<file path="config.mk">
export PLATFORM = sky130hd
export DESIGN_NAME = shp_hold_pause
export DESIGN_NICKNAME = d
export VERILOG_FILES = /design/src/rtl/shp_pkg.sv /design/src/rtl/shp_sync.sv /design/src/rtl/shp_hold_ctrl.sv /design/src/rtl/shp_shifter.sv /design/src/rtl/shp_hold_pause.sv
export SDC_FILE = /design/constraint.sdc
export NUM_CORES = 1
export LEC_CHECK = 0
export ABC_AREA = 1
export BUFFER_PORTS_ARGS = -buffer_cell sky130_fd_sc_hd__buf_4
export CORE_MARGIN = 2
export CORE_UTILIZATION = 55
export CTS_CLUSTER_SIZE = 10
export DETAILED_ROUTE_END_ITERATION = 7
export HOLD_SLACK_MARGIN = 0.05
export PLACE_DENSITY = 0.91
export SLEW_MARGIN = 10
export SYNTH_ARGS = -nofsm -noshare
export SYNTH_HDL_FRONTEND = slang
export SYNTH_SLANG_ARGS = --single-unit
</file>
<file path="constraint.sdc">
create_clock -name clk_i -period 3.1 [get_ports clk_i]
set_input_delay 0 -clock clk_i [delete_from_list [all_inputs] [get_ports clk_i]]
set_output_delay 0 -clock clk_i [all_outputs]
set_load 0.01 [all_outputs]
</file>
<file path="src/rtl/shp_pkg.sv">
// Shared types for the serial hold pause controller.
package shp_pkg;
    // Raw pin bundle as sampled from the pads.
    typedef struct packed {
        logic cs_n;
        logic sck;
        logic si;
        logic hold_n;
        logic busy;
    } pins_t;

    localparam int PINS_W = $bits(pins_t);
    // Idle pad levels: deselected, clock low, not held.
    localparam pins_t PINS_IDLE = '{cs_n: 1'b1, sck: 1'b0, si: 1'b0, hold_n: 1'b1, busy: 1'b0};
endpackage

</file>
<file path="src/rtl/shp_sync.sv">
// Multi-stage synchroniser for a vector of asynchronous pins.
// Assumes each pin is steady for longer than STAGES system clocks.
module shp_sync #(
    parameter int W = 5,
    parameter int STAGES = 2,
    parameter logic [W-1:0] RST_VAL = '0
) (
    input  logic         clk_i,
    input  logic         rst_ni,
    input  logic [W-1:0] d_i,
    output logic [W-1:0] q_o
);
    logic [W-1:0] stage_q [STAGES];

    for (genvar s = 0; s < STAGES; s++) begin : g_stage
        // Shift the sampled pins one stage deeper each clock.
        always_ff @(posedge clk_i) begin
            if (!rst_ni) begin
                stage_q[s] <= RST_VAL;
            end else begin
                stage_q[s] <= (s == 0) ? d_i : stage_q[(s == 0) ? 0 : s - 1];
            end
        end
    end

    assign q_o = stage_q[STAGES-1];
endmodule

</file>
<file path="src/rtl/shp_hold_ctrl.sv">
// Hold state tracking and serial clock edge gating.
// Hold is updated only while the synchronised clock is low and is
// cleared while deselected; edges are passed on only when selected and
// the next hold state is inactive. Inputs are already synchronised.
module shp_hold_ctrl (
    input  logic clk_i,
    input  logic rst_ni,
    input  logic cs_s,
    input  logic sck_s,
    input  logic si_s,
    input  logic hold_s,
    output logic rise_en_o,
    output logic fall_en_o,
    output logic si_o,
    output logic sel_o,
    output logic held_o,
    output logic so_oe_o
);
    logic sck_d;
    logic held_q;
    logic held_nxt;
    logic rise;
    logic fall;
    logic pass;

    // Next hold state: cleared when deselected, follows the pin while clock low.
    always_comb begin
        if (cs_s) begin
            held_nxt = 1'b0;
        end else if (!sck_s) begin
            held_nxt = !hold_s;
        end else begin
            held_nxt = held_q;
        end
    end

    assign rise = sck_s && !sck_d;
    assign fall = !sck_s && sck_d;
    assign pass = !cs_s && !held_nxt;

    // Register hold state, gated edges, aligned data and output enable.
    always_ff @(posedge clk_i) begin
        if (!rst_ni) begin
            sck_d     <= 1'b0;
            held_q    <= 1'b0;
            rise_en_o <= 1'b0;
            fall_en_o <= 1'b0;
            si_o      <= 1'b0;
            sel_o     <= 1'b0;
            so_oe_o   <= 1'b0;
        end else begin
            sck_d     <= sck_s;
            held_q    <= held_nxt;
            rise_en_o <= rise && pass;
            fall_en_o <= fall && pass;
            si_o      <= si_s;
            sel_o     <= !cs_s;
            so_oe_o   <= pass;
        end
    end

    assign held_o = held_q;
endmodule

</file>
<file path="src/rtl/shp_shifter.sv">
// Byte assembler: shifts the serial bit in on each accepted rising edge,
// MSB first, and flags a complete word. Clears its position on deselect.
module shp_shifter #(
    parameter int WORD_W = 8,
    localparam int CNT_W = $clog2(WORD_W)
) (
    input  logic              clk_i,
    input  logic              rst_ni,
    input  logic              sel_i,
    input  logic              shift_i,
    input  logic              bit_i,
    output logic              valid_o,
    output logic [WORD_W-1:0] word_o,
    output logic [CNT_W-1:0]  cnt_o
);
    localparam logic [CNT_W-1:0] LAST = CNT_W'(WORD_W - 1);

    logic [WORD_W-1:0] shreg_q;
    logic [WORD_W-1:0] shreg_nxt;

    assign shreg_nxt = {shreg_q[WORD_W-2:0], bit_i};

    // Shift, count and publish completed words.
    always_ff @(posedge clk_i) begin
        if (!rst_ni) begin
            shreg_q <= '0;
            cnt_o   <= '0;
            valid_o <= 1'b0;
            word_o  <= '0;
        end else begin
            valid_o <= 1'b0;
            if (!sel_i) begin
                cnt_o <= '0;
            end else if (shift_i) begin
                shreg_q <= shreg_nxt;
                if (cnt_o == LAST) begin
                    cnt_o   <= '0;
                    word_o  <= shreg_nxt;
                    valid_o <= 1'b1;
                end else begin
                    cnt_o <= cnt_o + 1'b1;
                end
            end
        end
    end
endmodule

</file>
<file path="src/rtl/shp_hold_pause.sv">
// Top of the serial hold pause controller: synchronises the pins, tracks
// hold, gates serial clock edges and assembles bytes. Assumes pins are
// asynchronous to clk_i and change slower than the synchroniser depth.
module shp_hold_pause
    import shp_pkg::*;
#(
    parameter int SYNC_STAGES = 2,
    parameter int WORD_W = 8,
    localparam int CNT_W = $clog2(WORD_W)
) (
    input  logic              clk_i,
    input  logic              rst_ni,
    input  logic              cs_ni,
    input  logic              sck_i,
    input  logic              si_i,
    input  logic              hold_ni,
    input  logic              busy_i,
    output logic              rise_en_o,
    output logic              fall_en_o,
    output logic              si_o,
    output logic              so_oe_o,
    output logic              held_o,
    output logic              byte_valid_o,
    output logic [WORD_W-1:0] byte_o,
    output logic [CNT_W-1:0]  bit_idx_o,
    output logic              engine_run_o
);
    pins_t pins_raw;
    pins_t pins_s;
    logic  cs_s;
    logic  sck_s;
    logic  hold_s;
    logic  sel;

    assign pins_raw = '{cs_n: cs_ni, sck: sck_i, si: si_i, hold_n: hold_ni, busy: busy_i};

    shp_sync #(
        .W      (PINS_W),
        .STAGES (SYNC_STAGES),
        .RST_VAL(PINS_IDLE)
    ) sync_i (
        .clk_i (clk_i),
        .rst_ni(rst_ni),
        .d_i   (pins_raw),
        .q_o   (pins_s)
    );

    assign cs_s   = pins_s.cs_n;
    assign sck_s  = pins_s.sck;
    assign hold_s = pins_s.hold_n;

    shp_hold_ctrl ctrl_i (
        .clk_i    (clk_i),
        .rst_ni   (rst_ni),
        .cs_s     (cs_s),
        .sck_s    (sck_s),
        .si_s     (pins_s.si),
        .hold_s   (hold_s),
        .rise_en_o(rise_en_o),
        .fall_en_o(fall_en_o),
        .si_o     (si_o),
        .sel_o    (sel),
        .held_o   (held_o),
        .so_oe_o  (so_oe_o)
    );

    shp_shifter #(
        .WORD_W(WORD_W)
    ) shift_i (
        .clk_i  (clk_i),
        .rst_ni (rst_ni),
        .sel_i  (sel),
        .shift_i(rise_en_o),
        .bit_i  (si_o),
        .valid_o(byte_valid_o),
        .word_o (byte_o),
        .cnt_o  (bit_idx_o)
    );

    // Pass the engine busy flag on, untouched by hold or selection.
    always_ff @(posedge clk_i) begin
        if (!rst_ni) begin
            engine_run_o <= 1'b0;
        end else begin
            engine_run_o <= pins_s.busy;
        end
    end
endmodule

</file>
After elaboration in Yosys (flattened, before gate mapping)
Memory sizes are Yosys's and may differ from the RTL's.
Cells that the tools add are included.
{"block": "classes", "eq_ne": 1, "mux": 8, "n_bitwise": 2, "reduce_logical": 14, "addsub": 1}
{"cell": "5-bit two-way mux", "count": 2}
{"cell": "3-bit AND reduction", "count": 2}
{"cell": "1-bit logical AND", "count": 5}
{"cell": "1-bit zero test", "count": 5}
{"cell": "1-bit two-way mux", "count": 5}
{"cell": "2-bit AND reduction", "count": 2}
{"cell": "3-bit by 1-bit adder with 3-bit output, second input constant", "count": 1}
{"cell": "3-bit == test, second input constant", "count": 1}
{"cell": "3-bit two-way mux", "count": 1}
{"cell": "1-bit OR", "count": 2}
{"block": "word_totals", "in_bits": 7, "memories": 1, "out_inout_bits": 18, "mem_bits_rw": 10, "register_bits": 27, "word_cells": 39}
{"memory": "sync_i.stage_q", "depth": 2, "width": 5, "read_ports": 2, "rd_clocked_by_memory_dff": 0, "wr": 2, "line_no": "shp_sync.sv:13", "text": "logic [W-1:0] stage_q [STAGES];"}

Longest topological paths before layout
{"block": "logic_depth", "depth_word": 6, "ltp_mapped": 6, "ltp_nobuf": 6}

Cells and area by module
A second synthesis with hierarchy kept.
{"block": "unflattened", "cells_unflattened": 150, "hier_area_um2": 1244.9}
{"module": "shp_shifter", "seq_area_each_um2": 380.4, "cells_each": 91, "area_each_um2": 713.2, "n_inst": 1}
{"module": "shp_sync", "seq_area_each_um2": 200.2, "cells_each": 31, "area_each_um2": 286.5, "n_inst": 1}
{"module": "shp_hold_ctrl", "seq_area_each_um2": 140.1, "cells_each": 25, "area_each_um2": 217.7, "n_inst": 1}
{"module": "shp_hold_pause", "seq_area_each_um2": 20.0, "cells_each": 3, "area_each_um2": 27.5, "n_inst": 1}

Least setup slack after synthesis
Ideal clock, no wire load.
{"block": "synth_path", "path_kind": "reg-to-reg", "start": "register shift_i.cnt_o[0]", "end": "register shift_i.word_o[0]", "synth_period_minus_slack_ns": 1.252, "path_stages_with_launch": 7, "setup_ns": 0.059, "arrival_ns": 1.193, "slack_ns": 1.848, "required_ns": 3.041, "n_path_buf": 0, "cell_sequence": "dfxtp_1 ha_1 ha_1 nand3_2 nor2_4 nand2_1 nand2_1"}
{"block": "synth_via", "elab_chain_len": 2}
{"item": "start, declared", "line_no": "shp_shifter.sv:14", "text": "output logic [CNT_W-1:0] cnt_o"}
{"item": "start signal, assigned", "line_no": "shp_shifter.sv:41", "text": "cnt_o <= cnt_o + 1'b1;"}
{"item": "3-bit == test", "line_no": "shp_shifter.sv:36", "text": "if (cnt_o == LAST) begin"}
{"item": "3-bit AND reduction (no source line)"}
{"item": "end signal, assigned", "line_no": "shp_shifter.sv:38", "text": "word_o <= shreg_nxt;"}
{"item": "end, declared", "line_no": "shp_shifter.sv:13", "text": "output logic [WORD_W-1:0] word_o,"}
Every way passes these cells.
A chain may end at the register's enable or synchronous reset.

Final worst setup path
{"block": "layout_path", "start": "register shift_i.cnt_o[0]", "end": "register shift_i.word_o[3]"}
Same word-level chain as after synthesis.

==> impl_results.md <==
- Syn nets: 152
- Most common cell in the synthesized netlist: nand2_1
- Post-CTS Hold Buffers: 9
- Measured slew at the worst slew-check pin: between 0.2 and 0.25 ns
- Synth Instances: approximately 140
- Top-area cell type share of the netlist area: approximately three fifths
- Clock Latency Late Sink: ~0.33 ns
- Post-Route Skew: just under 0.005 ns
- Status: finished clean
- Crit path time final: about 1.4 ns
- Post-synth top cells: nand2_1 (39), dfxtp_1 (37), nor2_1 (20)
- Number of vias per cell: between 4 and 5
- Peak Freq: roughly 0.72 GHz
- Root Buffer: clkbuf_4
- Worst Path Max Fanout: 10
- Total Routing Usage GR: just over 20%
- Total of max-cap violations: 0
- DR vias: approximately 990
- Total clock sinks: 37
- Count of input and output buffers: 24
- Routability cong.: between 0.7 and 0.8
- Synthesis warning total: 0
- Period utilization: about 45%
- Req. time, crit path: between 3 and 4 ns
- WP data arrival: about 1.7 ns
- GRT overflow: 0
- Fill cells: ~160
- DP HPWL: roughly 1500 µm
- Final ANT Viol Nets: 0
- Deepest clock path buffer count: 2
- Pwr Density: just under 500 mW/mm²
- RSZ-0062 raised after global routing: no
- Initial antenna violation count: 0
- ANT cells: 0
- Row count: 17
- Post-CTS Setup Bufs: 0
- First-pass GRT wire length: between 3000 and 4000 µm
- Synth async-reset ratio: 0%
- Nets: between 150 and 200
- Die area: 0.00260 mm²
- Vias in the first global route: 951
- Io pins: 25
- Post-cts resize count: 0
- DRT Pass-1 Iters: 4
- FF+latch area: 741 µm²
- Avg WL per Cell: slightly above 10 µm
- Final setup fails: 0
- # DRC: 0
- Die Y: 51.0 µm
- Normalized max-slew margin: roughly 83%
- Primary FF master, synth: dfxtp_1
- Post-synth top area cell: dfxtp_1
- Post-synth EDFFs: 0
- DP Worst Slack: about 1.7 ns
- CP startpoint kind: flop
- Post-Syn Area: about 0.0012 mm²
- Max-slew violations: 0
- Final Hold Vio Count: 0
- Worst hold-check path type: input pin to flop
- #FFs+latches synth: 37
- Final wirelength: roughly 2200 µm
- H-Tree Depth: 2
- CP Class: flop to flop
- Count of different cell masters after synthesis: 14
- Leak: roughly 0.78 nW
- Syn avg cell area: about 8.5 µm²
- Register area share after synthesis: approximately 61%
- Clock-pin slew on the worst setup and hold paths: around 0.1 ns
- VDD IR max: ~0.38 mV
- Area Growth Syn to Fin: 27.7%
- Die width: between 50 and 60 µm
- Core Box Area: 0.00215 mm²
- CTS buffer count: 5
- Final worst slack: roughly 1.7 ns
- TNS Setup: 0 ns
- Layout cells sized above 1: about 20%
- Synth area leaders: dfxtp_1 (61%), nand2_1 (12%), nor2_1 (6.2%)
- Iter 0 DRT Violations: 16
- Starting density of the core: 56.6%
- Footprint of the multi-input gates: just under 400 µm²
- Largest net degree at the start of global routing: 28
- CP endpoint kind: flop
- Power, Total: about 760 µW
- CTS tree: yes
==> state kept, by name, indices dropped and copies added (netlist names), 3 cells and up <==
| signal | count |
|---|---|
| sync_i.stage_q | 10 |
| shift_i.shreg_q | 7 |
| shift_i.cnt_o | 3 |
| shift_i.word_o | 8 |
==> placed cells by master, fill, tap and decap left out <==
| cell type | count |
|---|---|
| inv_1 | 17 |
| nor2_4 | 1 |
| a21oi_1 | 4 |
| dlygate4sd3_1 | 9 |
| nor3_1 | 1 |
| clkbuf_4 | 5 |
| clkbuf_8 | 1 |
| nand3_2 | 1 |
| or2_2 | 4 |
| ha_1 | 2 |
| nand2_1 | 39 |
| dfxtp_1 | 37 |
| clkbuf_1 | 1 |
| buf_4 | 24 |
| o21ai_0 | 7 |
| nand3_1 | 7 |
| nor2_1 | 20 |
==> area by class of cell <==
| class | count | share of cell area [%] |
|---|---|---|
| Clock buffer | 7 | 3.55 |
| Inverter | 17 | 4.11 |
| Multi-Input combinational cell | 86 | 25.0 |
| Sequential cell | 37 | 47.7 |
| Tap cell | 28 | 2.26 |
| Timing Repair Buffer | 33 | 17.4 |
==> routing by layer <==
layer	GRT usage (%)	share of wire, %
met5	0	0
met4	10.4	1.8
met3	9.36	7.0
met2	36.6	51
met1	19.8	40
==> path summary, 6_finish.rpt <==
check	startpoint	endpoint	slack, ns	cells after the start
max	shift_i.cnt_o[0]$_SDFFE_PN0P_	shift_i.word_o[3]$_SDFFE_PN0P_	1.71	6
min	hold_ni	sync_i.stage_q[0][1]$_SDFF_PN1_	0.39	3
min reg2reg	sync_i.stage_q[0][3]$_SDFF_PN0_	sync_i.stage_q[1][3]$_SDFF_PN0_	0.43	2
max reg2reg	shift_i.cnt_o[0]$_SDFFE_PN0P_	shift_i.word_o[3]$_SDFFE_PN0P_	1.71	6
==> metrics by stage <==
step | instances | hold slack [ns] | util (%) | instance area [µm²]
detailed placement | 192 | 0.189 | 65.5 | 1410
floorplan | 143 | 0.0976 | - | 1220
finish | 208 | 0.394 | 72.3 | 1550
global route | 208 | 0.406 | 72.3 | 1550
global placement | 192 | 0.181 | 65.5 | 1410
CTS | 208 | 0.373 | 72.3 | 1550
==> report_power, final <==
part           internal, mW  switching (mW)  total, mW
clock network         0.107           0.139      0.246
registers             0.483         0.00296      0.486
logic                0.0185          0.0149     0.0335
total                 0.608           0.157      0.765
==> kinds of logic (layout without fill, tap and decap cells) <==
| kind of cell | count (synthesis) | count (layout) | share of synthesized area (%) |
|---|---|---|---|
| AO/OA/AOI/OAI | 11 | 11 | 4.53 |
| adder cells (fa/ha/maj) | 2 | 2 | 2.06 |
| buffers and inverters | 20 | 57 | 7.20 |
| flip-flops | 37 | 37 | 60.9 |
| AND/OR/NAND/NOR | 73 | 73 | 25.3 |
==> worst max-delay path, stage by stage (launching register included) <==
cell     delay (ns)
dfxtp_1        0.39
ha_1           0.17
ha_1           0.18
nand3_2        0.22
nor2_4         0.23
nand2_1        0.08
nand2_1        0.07
(Power assumes the default switching activity.)
